### src/rtl/exec_wb_pkg.sv
package exec_wb_pkg;
  typedef enum logic [1:0] {
    RDK_NONE   = 2'd0,
    RDK_BRANCH = 2'd1,
    RDK_MEMORD = 2'd2
  } redirKind_t;

  typedef struct packed {
    logic       hit;
    redirKind_t kind;
  } redirStrobe_t;
endpackage

### src/rtl/exec_wb_ctl.sv
module exec_wb_ctl
  import exec_wb_pkg::*;
#(
  parameter int IssueWidth = 4,
  parameter int ExecWidth  = 3,
  localparam int FuW  = $clog2(ExecWidth + 1),
  localparam int IdxW = (IssueWidth > 1) ? $clog2(IssueWidth) : 1
) (
  input  logic                  clk,
  input  logic                  rstN,
  input  logic [IssueWidth-1:0] grpValid,
  input  logic [IssueWidth-1:0] grpSquashed,
  input  logic [IssueWidth-1:0] grpMispred,
  input  logic [IssueWidth-1:0] grpMemViol,
  output logic [IssueWidth-1:0] execSel,
  output logic [IssueWidth-1:0] sqSel,
  output logic [FuW-1:0]        fuCnt,
  output redirStrobe_t          redirStb,
  output logic [IdxW-1:0]       redirIdx
);
  logic                  walking;
  logic [IssueWidth-1:0] redirOh;

  // Lane walk: stop at empty lane or exhausted functional units
  always_comb begin
    walking  = 1'b1;
    fuCnt    = '0;
    execSel  = '0;
    sqSel    = '0;
    redirOh  = '0;
    redirStb = '{hit: 1'b0, kind: RDK_NONE};
    for (int i = 0; i < IssueWidth; i++) begin
      if (walking) begin
        if (!grpValid[i] || fuCnt == FuW'(ExecWidth)) begin
          walking = 1'b0;
        end else if (grpSquashed[i]) begin
          sqSel[i] = 1'b1;
        end else begin
          execSel[i] = 1'b1;
          fuCnt = fuCnt + 1'b1;
          if (!redirStb.hit && (grpMispred[i] || grpMemViol[i])) begin
            redirOh[i]    = 1'b1;
            redirStb.hit  = 1'b1;
            redirStb.kind = grpMispred[i] ? RDK_BRANCH : RDK_MEMORD;
          end
        end
      end
    end
  end

  always_comb begin
    redirIdx = '0;
    for (int i = 0; i < IssueWidth; i++) begin
      if (redirOh[i]) redirIdx = IdxW'(i);
    end
  end

  assert_fu_limit_R3: assert property (@(posedge clk) disable iff (!rstN)
    $countones(execSel) <= ExecWidth);

  assert_single_redirect_R7: assert property (@(posedge clk) disable iff (!rstN)
    $onehot0(redirOh));

  assert_redirect_not_squashed_R12: assert property (@(posedge clk) disable iff (!rstN)
    (redirOh & grpSquashed) == '0);
endmodule

### src/rtl/exec_wb_dp.sv
module exec_wb_dp
  import exec_wb_pkg::*;
#(
  parameter int IssueWidth = 4,
  parameter int ExecWidth  = 3,
  parameter int WbPorts    = 2,
  parameter int TimeSlots  = 5,
  parameter int PcW        = 32,
  parameter int SeqW       = 16,
  parameter int CntW       = 16,
  parameter int InstBytes  = 4,
  localparam int FuW  = $clog2(ExecWidth + 1),
  localparam int IdxW = (IssueWidth > 1) ? $clog2(IssueWidth) : 1
) (
  input  logic                             clk,
  input  logic                             rstN,
  input  logic [IssueWidth-1:0]            execSel,
  input  logic [IssueWidth-1:0]            sqSel,
  input  logic [FuW-1:0]                   fuCnt,
  input  redirStrobe_t                     redirStb,
  input  logic [IdxW-1:0]                  redirIdx,
  input  logic [IssueWidth-1:0]            grpPredTaken,
  input  logic [IssueWidth-1:0][SeqW-1:0]  grpSeq,
  input  logic [IssueWidth-1:0][PcW-1:0]   grpPc,
  input  logic [IssueWidth-1:0][PcW-1:0]   grpNextPc,
  output logic [IssueWidth-1:0]            fwdSquashed,
  output logic [FuW-1:0]                   fuUsed,
  output logic [WbPorts-1:0]               wbValid,
  output logic [WbPorts-1:0][SeqW-1:0]     wbSeq,
  output logic                             redirValid,
  output logic                             redirMispred,
  output logic                             redirTaken,
  output logic [SeqW-1:0]                  redirSeq,
  output logic [PcW-1:0]                   redirPc,
  output logic [PcW-1:0]                   redirTarget,
  output logic [CntW-1:0]                  cntWrongTaken,
  output logic [CntW-1:0]                  cntMemViol,
  output logic                             errOverflow
);
  logic [WbPorts-1:0]            occ     [TimeSlots];
  logic [WbPorts-1:0][SeqW-1:0]  seqBuf  [TimeSlots];
  logic [WbPorts-1:0]            nOcc    [TimeSlots];
  logic [WbPorts-1:0][SeqW-1:0]  nSeq    [TimeSlots];
  logic                          placed;
  logic                          ovf;
  logic                          isBranch;
  logic                          takenFix;

  // First-free placement: ports of a row first, then later rows
  always_comb begin
    nOcc   = occ;
    nSeq   = seqBuf;
    ovf    = 1'b0;
    placed = 1'b0;
    for (int i = 0; i < IssueWidth; i++) begin
      if (execSel[i]) begin
        placed = 1'b0;
        for (int t = 0; t < TimeSlots; t++) begin
          for (int p = 0; p < WbPorts; p++) begin
            if (!placed && !nOcc[t][p]) begin
              nOcc[t][p] = 1'b1;
              nSeq[t][p] = grpSeq[i];
              placed     = 1'b1;
            end
          end
        end
        if (!placed) ovf = 1'b1;
      end
    end
  end

  assign isBranch = redirStb.hit && (redirStb.kind == RDK_BRANCH);
  assign takenFix = grpNextPc[redirIdx] != (grpPc[redirIdx] + PcW'(InstBytes));

  always_ff @(posedge clk) begin
    if (!rstN) begin
      for (int t = 0; t < TimeSlots; t++) begin
        occ[t]    <= '0;
        seqBuf[t] <= '0;
      end
      wbValid       <= '0;
      wbSeq         <= '0;
      fwdSquashed   <= '0;
      fuUsed        <= '0;
      errOverflow   <= 1'b0;
      redirValid    <= 1'b0;
      redirMispred  <= 1'b0;
      redirTaken    <= 1'b0;
      redirSeq      <= '0;
      redirPc       <= '0;
      redirTarget   <= '0;
      cntWrongTaken <= '0;
      cntMemViol    <= '0;
    end else begin
      wbValid <= nOcc[0];
      wbSeq   <= nSeq[0];
      for (int t = 0; t < TimeSlots - 1; t++) begin
        occ[t]    <= nOcc[t+1];
        seqBuf[t] <= nSeq[t+1];
      end
      occ[TimeSlots-1]    <= '0;
      seqBuf[TimeSlots-1] <= '0;
      fwdSquashed  <= sqSel;
      fuUsed       <= fuCnt;
      errOverflow  <= ovf;
      redirValid   <= redirStb.hit;
      redirMispred <= isBranch;
      redirTaken   <= isBranch && takenFix;
      redirSeq     <= redirStb.hit ? grpSeq[redirIdx] : '0;
      redirPc      <= isBranch ? grpPc[redirIdx] : '0;
      redirTarget  <= redirStb.hit ? grpNextPc[redirIdx] : '0;
      if (isBranch && grpPredTaken[redirIdx]) cntWrongTaken <= cntWrongTaken + 1'b1;
      if (redirStb.hit && redirStb.kind == RDK_MEMORD) cntMemViol <= cntMemViol + 1'b1;
    end
  end

  assert_wb_packed_R5: assert property (@(posedge clk) disable iff (!rstN)
    (wbValid & (wbValid + 1'b1)) == '0);

  assert_memviol_count_R10: assert property (@(posedge clk) disable iff (!rstN)
    (redirValid && !redirMispred) |-> (cntMemViol == $past(cntMemViol) + 1'b1));

  assert_wrong_taken_only_on_branch_R11: assert property (@(posedge clk) disable iff (!rstN)
    (cntWrongTaken != $past(cntWrongTaken)) |-> (redirValid && redirMispred));

  assert_memord_fields_R10: assert property (@(posedge clk) disable iff (!rstN)
    (redirValid && !redirMispred) |-> (!redirTaken && redirPc == '0));
endmodule

### src/rtl/exec_wb_arbiter.sv
module exec_wb_arbiter
  import exec_wb_pkg::*;
#(
  parameter int IssueWidth = 4,
  parameter int ExecWidth  = 3,
  parameter int WbPorts    = 2,
  parameter int TimeSlots  = 5,
  parameter int PcW        = 32,
  parameter int SeqW       = 16,
  parameter int CntW       = 16,
  parameter int InstBytes  = 4,
  localparam int FuW  = $clog2(ExecWidth + 1),
  localparam int IdxW = (IssueWidth > 1) ? $clog2(IssueWidth) : 1
) (
  input  logic                             clk,
  input  logic                             rstN,
  input  logic [IssueWidth-1:0]            grpValid,
  input  logic [IssueWidth-1:0]            grpSquashed,
  input  logic [IssueWidth-1:0]            grpMispred,
  input  logic [IssueWidth-1:0]            grpPredTaken,
  input  logic [IssueWidth-1:0]            grpMemViol,
  input  logic [IssueWidth-1:0][SeqW-1:0]  grpSeq,
  input  logic [IssueWidth-1:0][PcW-1:0]   grpPc,
  input  logic [IssueWidth-1:0][PcW-1:0]   grpNextPc,
  output logic [IssueWidth-1:0]            fwdSquashed,
  output logic [FuW-1:0]                   fuUsed,
  output logic [WbPorts-1:0]               wbValid,
  output logic [WbPorts-1:0][SeqW-1:0]     wbSeq,
  output logic                             redirValid,
  output logic                             redirMispred,
  output logic                             redirTaken,
  output logic [SeqW-1:0]                  redirSeq,
  output logic [PcW-1:0]                   redirPc,
  output logic [PcW-1:0]                   redirTarget,
  output logic [CntW-1:0]                  cntWrongTaken,
  output logic [CntW-1:0]                  cntMemViol,
  output logic                             errOverflow
);
  logic [IssueWidth-1:0] execSel;
  logic [IssueWidth-1:0] sqSel;
  logic [FuW-1:0]        fuCnt;
  redirStrobe_t          redirStb;
  logic [IdxW-1:0]       redirIdx;

  exec_wb_ctl #(.IssueWidth(IssueWidth), .ExecWidth(ExecWidth)) ctl_i (
    .clk(clk), .rstN(rstN),
    .grpValid(grpValid), .grpSquashed(grpSquashed),
    .grpMispred(grpMispred), .grpMemViol(grpMemViol),
    .execSel(execSel), .sqSel(sqSel), .fuCnt(fuCnt),
    .redirStb(redirStb), .redirIdx(redirIdx)
  );

  exec_wb_dp #(
    .IssueWidth(IssueWidth), .ExecWidth(ExecWidth), .WbPorts(WbPorts),
    .TimeSlots(TimeSlots), .PcW(PcW), .SeqW(SeqW), .CntW(CntW),
    .InstBytes(InstBytes)
  ) dp_i (
    .clk(clk), .rstN(rstN),
    .execSel(execSel), .sqSel(sqSel), .fuCnt(fuCnt),
    .redirStb(redirStb), .redirIdx(redirIdx),
    .grpPredTaken(grpPredTaken), .grpSeq(grpSeq),
    .grpPc(grpPc), .grpNextPc(grpNextPc),
    .fwdSquashed(fwdSquashed), .fuUsed(fuUsed),
    .wbValid(wbValid), .wbSeq(wbSeq),
    .redirValid(redirValid), .redirMispred(redirMispred),
    .redirTaken(redirTaken), .redirSeq(redirSeq),
    .redirPc(redirPc), .redirTarget(redirTarget),
    .cntWrongTaken(cntWrongTaken), .cntMemViol(cntMemViol),
    .errOverflow(errOverflow)
  );
endmodule

### config.mk
export PLATFORM = sky130hd
export DESIGN_NAME = exec_wb_arbiter
export DESIGN_NICKNAME = d
export VERILOG_FILES = /design/src/rtl/exec_wb_pkg.sv /design/src/rtl/exec_wb_ctl.sv /design/src/rtl/exec_wb_dp.sv /design/src/rtl/exec_wb_arbiter.sv
export SDC_FILE = /design/constraint.sdc
export NUM_CORES = 1
export LEC_CHECK = 0
export BUFFER_PORTS_ARGS = -buffer_cell sky130_fd_sc_hd__clkbuf_2
export CAP_MARGIN = 20
export CORE_MARGIN = 2
export CORE_UTILIZATION = 25
export CTS_BUF_LIST = sky130_fd_sc_hd__clkbuf_4 sky130_fd_sc_hd__clkbuf_8 sky130_fd_sc_hd__clkbuf_16
export CTS_CLUSTER_SIZE = 25
export DETAILED_ROUTE_END_ITERATION = 16
export HOLD_SLACK_MARGIN = 0.02
export PLACE_DENSITY = 0.5
export SYNTH_ARGS = -nofsm -noshare
export SYNTH_HDL_FRONTEND = slang
export SYNTH_SLANG_ARGS = --single-unit
### constraint.sdc
create_clock -name clk -period 8.72 [get_ports clk]
set_clock_uncertainty 0.2 [all_clocks]
set_input_delay 1.744 -clock clk [delete_from_list [all_inputs] [get_ports clk]]
set_output_delay 1.744 -clock clk [all_outputs]
set_load 0.01 [all_outputs]
==> results.md, run 1 <==
- Status: finished, final reports clean
- First-iteration detailed-routing DRC count: 1402
- Remaining routing DRC violations: 0
- Most frequent cells in the layout: clkbuf_2 (497), nor2_1 (395), dfxtp_1 (292), mux2i_1 (249), a21oi_1 (221)
- Number of hold-repair buffers added at the cts stage: 0
- Mapped Nets: 2734
- Slowest library cell on the worst path: or4_1
- Largest stage delay on the critical path: 630 ps
- CP most frequent cell: ha_1
- DR WL/cell: 23.1 µm
- Data arrival at the endpoint of the critical path: 8410 ps
- First-pass GRT wire length: 122 mm
- Met1 track utilization from global routing: 25.6%
- Final worst setup slack: 543 ps
- Min-Delay Startpoint: dp_i.cntWrongTaken[10]$_SDFFE_PN0P_
- Rel. slew slack: 27.4%
- Yosys reg bits: 292
- Filler instances: 7828
- Area fraction of the dominant cell type after synthesis: 32.1%
- Total count of hold-check failures in the final report: 0
- Die Ht: 274 µm
- Clock transition at path regs: 60 ps
- Grt met3 use: 4.63%
- Data required time of the worst path: 8950 ps
- Setup violators final: 0
- Via density per instance: 5.18
- Cell taking the most area after synthesis: dfxtp_1
- HPWL after DPL: 63.7 mm
- Hold Crit Endpoint: dp_i.cntWrongTaken[10]$_SDFFE_PN0P_
- Actual transition at the worst max-transition pin: 1090 ps
- Count of final max-slew check failures: 0
- Summed instance area of the synthesized netlist: 18200 µm²
- Ports: 498
- Row count: 98
- H-tree level count: 2
- Worst Hold Depth: 2
- Gate count after technology mapping: 2386
- Classification of the worst setup path: input pin to flip-flop
- Layout Cell Area excl Fill: 22800 µm²
- RSZ-0062 raised after global routing: false
- Met2 Track Usage GR: 38.5%
- Fraction of the yosys area taken by sequential cells: 32.1%
- Detailed-route wire length: 85.8 mm
- Pre-antenna DRT Iters: 6
- Antenna violations before repair: 20
- Clock Tree Buf Depth: 3
- Signed area change from the synthesized netlist to the final layout: 25.6%
- Cells taking the most area after synthesis: dfxtp_1 (32%), mux2i_1 (14%), a211oi_1 (8.4%)
- Kind of launch point of the worst setup path: input pin
- Leakage power of the design: 0.00985 µW
- Area of placed instances: 21400 µm²
- Clock period minus worst slack: 8180 ps
- Total CTS buffers: 39
- TritonCTS clock tree: built
- Post-CTS Resized: 0
- Busiest layer in global routing: met2
- Setup slack on the worst flop-to-flop path: 3950 ps
- Clock root buffer: clkbuf_16
- Vias in the first global route: 18100
- Setup fix buffers added after clock tree synthesis: 0
- Floorplan die width: 274 µm
- Critical-path maximum fanout: 10
- Fraction of layout instances using a drive strength above 1: 24.5%
- Total number of nets in the final design: 3085
- Number of violations of the max-capacitance limit: 0
- Core occupancy in the finished layout: 31.8%
- Warnings from Yosys: 0
- Average instance area after synthesis: 7.62 µm²
- Async set-or-reset flop fraction in the synthesized netlist: 0%
- End of the worst register-to-register path: dp_i.seqBuf[58]$_SDFF_PN0_
- Final clock period utilization by the worst path: 93.8%
- Summed negative setup slack over all endpoints: 0 ps
- Overflow after GRT: 0
- Largest net degree at the start of global routing: 79
- Placed cell count: 3640
- Starting density of the core: 25.4%
- Count of unique library cells instantiated by Yosys: 84
- I/O Buffers: 497
- Number of vias in the routed layout: 19300
- Clock insertion delay at the later pin of the skew report: 570 ps
- R2r worst-path depth: 11
- Pre-CTS setup slack: 46.8 ps
- Sink count of the clock tree: 292
- Highest Clock Rate: 122 MHz
- ANT nets after route: 0
- Core Area: 71700 µm²
- Critical R2R Launch: dp_i.occ[8]$_SDFF_PN0_
- Main synth FF type: dfxtp_1
- Global routing usage summed across all routing layers: 21.7%
- EDFF count, synth: 0
- Class of the tightest hold or removal check: flip-flop to flip-flop
- Type of element capturing the critical path: flip-flop
- Die Footprint: 74900 µm²
- Number of non-filler instances in the completed layout: 3717
- Worst VDD drop: 111 µV
- Final Wtd Congestion: 0.909
- Pwr per Cell Area: 156 nW/µm²
- Commonest non-fill, non-tap cell in the layout: clkbuf_2
-- layout make-up --
type                    count  area, µm²  share of cell area [%]
diodes                      2       5.00                  0.0219
clock buffers              54       1120                    4.90
clock inverters            15        209                   0.915
inverters                  16       65.1                   0.285
multi-input cells        1833      11400                    49.9
flip-flops and latches    292       5850                    25.6
well taps                 950       1190                    5.20
repair buffers            555       3010                    13.2
-- layer usage --
metal	share of wire, %	vias to the layer above
li1	-	9242
met2	50	748
met5	0.21	-
met4	3.6	28
met3	7.1	159
met1	39	9082
-- worst max-delay path by stage --
stage / end / slack [ps] / start / cells after the start
after floorplan: dp_i.redirTaken$_SDFF_PN0_ / 1030 / grpSquashed[0] / 30
after detailed placement: dp_i.redirTaken$_SDFF_PN0_ / 50 / grpSquashed[0] / 30
after CTS: dp_i.redirTaken$_SDFF_PN0_ / 640 / grpSquashed[0] / 30
after global routing: dp_i.redirTaken$_SDFF_PN0_ / 90 / grpSquashed[0] / 26
after global placement: dp_i.redirTaken$_SDFF_PN0_ / 200 / grpSquashed[0] / 30
final: dp_i.redirTaken$_SDFF_PN0_ / 540 / grpSquashed[0] / 30
-- worst max-delay path: cells and delay by family --
kind,cells,cell delay [ps]
fa+ha+maj,4,910
compound gates,7,940
buf+inv,4,570
simple gates,15,4240
-- metrics by stage --
step           hold slack [ps]  total power (µW)
3_3_place_gp               298              1890
4_1_cts                    312              3590
2_1_floorplan              310              1650
6_report                   313              3560
3_5_place_dp               304              1890
5_1_grt                    335              3680
-- state kept, by name, summed over array words and instances (netlist names) --
name	count
dp_i.redirMispred	1
dp_i.redirTarget	32
dp_i.wbSeq	32
dp_i.occ	8
dp_i.redirValid	1
dp_i.redirSeq	16
dp_i.fuUsed	2
dp_i.cntWrongTaken	16
dp_i.wbValid	2
dp_i.redirTaken	1
dp_i.cntMemViol	16
dp_i.seqBuf	128
dp_i.redirPc	32
dp_i.fwdSquashed	4
dp_i.errOverflow	1
-- report_power, final --
group / internal (µW) / switching (µW)
Clock: 999 / 693
Sequential: 1360 / 9.49
Combinational: 176 / 324
-- cells in the mapped netlist, types with 29 or more instances --
cell	instances
nand2_1	216
xnor2_1	37
nor2_1	403
dfxtp_1	292
nor3_1	33
a21oi_1	222
xor2_1	29
o22ai_1	33
clkbuf_1	200
mux2i_1	249
o21ai_0	63
nor2b_1	30
a211oi_1	203
nand3_1	35
-- kinds of logic (layout without fill, tap and decap cells) --
group | after synthesis | count (layout) | share of synthesized area (%)
adders and majority gates | 10 | 10 | 0.633
other | 0 | 2 | 0
DFF | 292 | 292 | 32.1
AOI/OAI and AO/OA | 647 | 647 | 23.1
buffers and inverters | 261 | 640 | 5.70
muxes | 257 | 257 | 14.2
xor gates and xnor gates | 66 | 66 | 3.18
and+or+nand+nor | 853 | 853 | 21.0
(Power assumes the default switching activity.)
==> run 2, diff against run 1 <==
--- a/config.mk
+++ b/config.mk
@@ -6,14 +6,14 @@
 export NUM_CORES = 1
 export LEC_CHECK = 0
 export BUFFER_PORTS_ARGS = -buffer_cell sky130_fd_sc_hd__clkbuf_2
-export CAP_MARGIN = 20
+export CAP_MARGIN = 30
 export CORE_MARGIN = 2
 export CORE_UTILIZATION = 25
 export CTS_BUF_LIST = sky130_fd_sc_hd__clkbuf_4 sky130_fd_sc_hd__clkbuf_8 sky130_fd_sc_hd__clkbuf_16
-export CTS_CLUSTER_SIZE = 25
 export DETAILED_ROUTE_END_ITERATION = 16
 export HOLD_SLACK_MARGIN = 0.02
 export PLACE_DENSITY = 0.5
 export SYNTH_ARGS = -nofsm -noshare
 export SYNTH_HDL_FRONTEND = slang
+export SYNTH_HIERARCHICAL = 1
 export SYNTH_SLANG_ARGS = --single-unit
==> run 2 against run 1 <==
Effect of this change: global-route usage is 0.80 points lower; routed wire length fell by 7.0%; combinational power shrank 6.4%; hold slack worse by 13 ps; via count down 8.9%; area after synthesis decreased by 2.0%; cell count shrank 9.3%; power up 0.94%; setup slack improved by 540 ps; critical endpoint is now dp_i/redirTaken$_SDFF_PN0_.
==> results.md, run 2 <==
- Clock insertion delay at the later pin of the skew report: 570 ps (about the same)
- Pre-antenna DRT Iters: 8 (was 6)
- Die Footprint: 73500 µm² (was 74900 µm²)
- Status: finished, final reports clean (unchanged)
- Detailed-route wire length: 79.8 mm (was 85.8 mm)
- Fraction of the yosys area taken by sequential cells: 32.8% (was 32.1%)
- Warnings from Yosys: 6 (was 0)
- Setup slack on the worst flop-to-flop path: 4500 ps (was 3950 ps)
- Total number of nets in the final design: 2746 (was 3085)
- Switching part of the total power: 26.5% (was 28.8%)
- First-iteration detailed-routing DRC count: 1307 (was 1402)
- Gate count after technology mapping: 2044 (was 2386)
- Proportion of power drawn by combinational gates: 13.0% (was 14.0%)
- Placed cell count: 3296 (was 3640)
- Cell taking the most area after synthesis: dfxtp_1 (unchanged)
- Critical-path maximum fanout: 18 (was 10)
- Vias in the first global route: 17400 (was 18100)
- Die Ht: 271 µm (was 274 µm)
- H-tree level count: 2 (unchanged)
- DR WL/cell: 23.7 µm (was 23.1 µm)
- Starting density of the core: 25.4% (about the same)
- Most frequent cell after synthesis: dfxtp_1 (was nor2_1)
- Average instance area after synthesis: 8.72 µm² (was 7.62 µm²)
- Part of the power in the clock network: 49.1% (was 47.5%)
- Total CTS buffers: 39 (unchanged)
- R2r worst-path depth: 8 (was 11)
- Summed instance area of the synthesized netlist: 17800 µm² (was 18200 µm²)
- Xor/xnor share of the synthesized area: 3.63% (was 3.18%)
- Fraction of layout instances using a drive strength above 1: 30.0% (was 24.5%)
- Antenna violations before repair: 10 (was 20)
- Cells taking the most area after synthesis: dfxtp_1 (33%), mux2i_1 (11%), mux4_2 (10%) (was dfxtp_1 (32%), mux2i_1 (14%), a211oi_1 (8.4%))
- Most frequent cells in the layout: clkbuf_2 (497), dfxtp_1 (292), nor2_1 (239), mux2i_1 (203) (was clkbuf_2 (497), nor2_1 (395), dfxtp_1 (292), mux2i_1 (249), a21oi_1 (221))
- Setup violators final: 0 (unchanged)
- Overflow after GRT: 0 (unchanged)
- Clock root buffer: clkbuf_16 (unchanged)
- Final Wtd Congestion: 1.01 (was 0.909)
- Final clock period utilization by the worst path: 87.6% (was 93.8%)
- Actual transition at the worst max-transition pin: 1100 ps (was 1090 ps)
- EDFF count, synth: 0 (unchanged)
- Compound-cell area share of the yosys netlist: 19.3% (was 23.1%)
- Filler instances: 7448 (was 7828)
- Count of final max-slew check failures: 0 (unchanged)
- Number of non-filler instances in the completed layout: 3373 (was 3717)
- Clock transition at path regs: 70 ps (was 60 ps)
- Main combinational cell family by area after synthesis: multiplexers (was compound AO/OA/AOI/OAI gates)
- Sequential share of power: 37.9% (was 38.4%)
- Simple-gate area share of the yosys netlist: 16.4% (was 21.0%)
- Remaining routing DRC violations: 0 (unchanged)
- Row count: 97 (was 98)
- Internal Dissipation: 2640 µW (was 2530 µW)
- Highest Clock Rate: 131 MHz (was 122 MHz)
- Async set-or-reset flop fraction in the synthesized netlist: 0% (unchanged)
- Crit path from: grpValid[0] (was grpSquashed[0])
- Main synth FF type: dfxtp_1 (unchanged)
- Switch Pwr: 952 µW (was 1030 µW)
- Number of hold-repair buffers added at the cts stage: 0 (unchanged)
- Critical R2R Launch: dp_i/occ[9]$_SDFF_PN0_ (was dp_i.occ[8]$_SDFF_PN0_)
- Area fraction of the dominant cell type after synthesis: 32.8% (was 32.1%)
- Number of vias in the routed layout: 17500 (was 19300)
- Global routing usage summed across all routing layers: 20.9% (was 21.7%)
- Kind of launch point of the worst setup path: input pin (unchanged)
- Mapped Nets: 2392 (was 2734)
- Total count of hold-check failures in the final report: 0 (unchanged)
- Summed negative setup slack over all endpoints: 0 ps (unchanged)
- Class of the tightest hold or removal check: flip-flop to flip-flop (unchanged)
- Rel. slew slack: 26.4% (was 27.4%)
- Worst VDD drop: 112 µV (was 111 µV)
- Setup fix buffers added after clock tree synthesis: 0 (unchanged)
- Fraction of synthesized area in multiplexers: 21.6% (was 14.2%)
- TritonCTS clock tree: built (unchanged)
- Via density per instance: 5.20 (was 5.18)
- First-pass GRT wire length: 116 mm (was 122 mm)
- HPWL after DPL: 63.1 mm (was 63.7 mm)
- Signed area change from the synthesized netlist to the final layout: 26.5% (was 25.6%)
- Classification of the worst setup path: input pin to flip-flop (unchanged)
- Arithmetic-cell share of the synthesized area counting full adders, half adders and majority gates: 0.758% (was 0.633%)
- Critical path endpoint: dp_i/redirTaken$_SDFF_PN0_ (was dp_i.redirTaken$_SDFF_PN0_)
- Count of unique library cells instantiated by Yosys: 82 (was 84)
- Data required time of the worst path: 8950 ps (about the same)
- Type of element capturing the critical path: flip-flop (unchanged)
- RSZ-0062 raised after global routing: false (unchanged)
- Core occupancy in the finished layout: 32.1% (was 31.8%)
- Pwr per Cell Area: 159 nW/µm² (was 156 nW/µm²)
- Post-CTS Resized: 0 (unchanged)
- Data arrival at the endpoint of the critical path: 7870 ps (was 8410 ps)
- Number of violations of the max-capacitance limit: 0 (unchanged)
- Core Area: 70300 µm² (was 71700 µm²)
- I/O Buffers: 497 (unchanged)
- Floorplan die width: 271 µm (was 274 µm)
- Ports: 498 (unchanged)
- End of the worst register-to-register path: dp_i/seqBuf[62]$_SDFF_PN0_ (was dp_i.seqBuf[58]$_SDFF_PN0_)
- Largest net degree at the start of global routing: 83 (was 79)
- Clock period minus worst slack: 7640 ps (was 8180 ps)
- Flip-flop count of the largest register, all copies and words added: 128 (unchanged)
- Commonest non-fill, non-tap cell in the layout: clkbuf_2 (unchanged)
- Leakage power of the design: 0.00929 µW (was 0.00985 µW)
- Worst Hold Margin: 300 ps (was 313 ps)
- ANT nets after route: 0 (unchanged)
- Sink count of the clock tree: 292 (unchanged)
- Largest register by flop count: dp_i/seqBuf (was dp_i.seqBuf)
- Clock Tree Buf Depth: 3 (unchanged)
- Yosys reg bits: 292 (unchanged)
- Top cells by count, synth: dfxtp_1 (292), nor2_1 (240), mux2i_1 (203), clkbuf_1 (185), a21oi_1 (144) (was nor2_1 (403), dfxtp_1 (292), mux2i_1 (249), a21oi_1 (222), nand2_1 (216))
## run 2: critical path, cell delays in order
cell       delay, ps
clkbuf_2         160
nor2b_1          190
ha_1             250
nand2_1           60
o21ai_0           60
and2_1           210
ha_1             220
or3b_4           420
nor2_4           300
xor2_2           140
ha_1             230
nor2_1            90
and3_1           200
o21a_4           150
nand2_1           80
o21ai_4          350
mux4_2           500
ha_1             240
nand4_1          240
or3_1            540
or4_1            570
a2111oi_0        560
and4_1           280
a21oi_1           70
## run 2: cells by family (layout without fill, tap and decap cells)
family / Yosys count / after routing
AO/OA/AOI/OAI: 531 / 531
multiplexers: 286 / 286
AND/OR/NAND/NOR: 609 / 609
buffers and inverters: 241 / 624
XOR/XNOR: 73 / 73
adder cells (fa/ha/maj): 12 / 12
flip-flops: 292 / 292
other: 0 / 6
## run 2: layout make-up
type | count | area, µm² | area share, %
diodes | 6 | 15.0 | 0.0666
clock buffers | 56 | 1190 | 5.30
clock inverters | 14 | 208 | 0.921
inverters | 15 | 58.8 | 0.261
multi-input cells | 1511 | 11100 | 49.1
flip-flops and latches | 292 | 5850 | 25.9
well taps | 940 | 1180 | 5.21
repair buffers | 539 | 2980 | 13.2
## run 2: layer usage
layer	up-vias	routed length, µm	track usage, %
li1	8220	-	-
met5	-	37	0
met3	98	4950	3.75
met1	8571	31000	24.2
met2	645	41900	39.2
met4	6	1950	5.34
## run 2: worst min-delay path by stage
stage	startpoint	end	slack, ps	cells after the start
final	dp_i/cntWrongTaken[9]$_SDFFE_PN0P_	dp_i/cntWrongTaken[9]$_SDFFE_PN0P_	300	2
after global routing	dp_i/cntWrongTaken[9]$_SDFFE_PN0P_	dp_i/cntWrongTaken[9]$_SDFFE_PN0P_	330	2
after CTS	dp_i/cntWrongTaken[9]$_SDFFE_PN0P_	dp_i/cntWrongTaken[9]$_SDFFE_PN0P_	300	2
after detailed placement	dp_i/cntWrongTaken[9]$_SDFFE_PN0P_	dp_i/cntWrongTaken[9]$_SDFFE_PN0P_	290	2
after global placement	dp_i/cntWrongTaken[11]$_SDFFE_PN0P_	dp_i/cntWrongTaken[11]$_SDFFE_PN0P_	280	2
after floorplan	dp_i/cntWrongTaken[11]$_SDFFE_PN0P_	dp_i/cntWrongTaken[11]$_SDFFE_PN0P_	310	2
## run 2: through the flow
stage	setup WS, ps	total power [µW]	cell area [µm²]
final	1080	3590	22600
after floorplan	1330	1640	17800
after CTS	1070	3650	22500
after detailed placement	514	1860	21100
after global placement	549	1860	20900
after global routing	544	3740	22500
## run 2: power by group through the flow
stage	clock network, µW	logic [µW]	registers [µW]
2_1_floorplan	0	241	1400
3_3_place_gp	0	468	1390
3_5_place_dp	0	468	1390
4_1_cts	1810	471	1360
5_1_grt	1870	500	1360
6_report	1760	468	1360
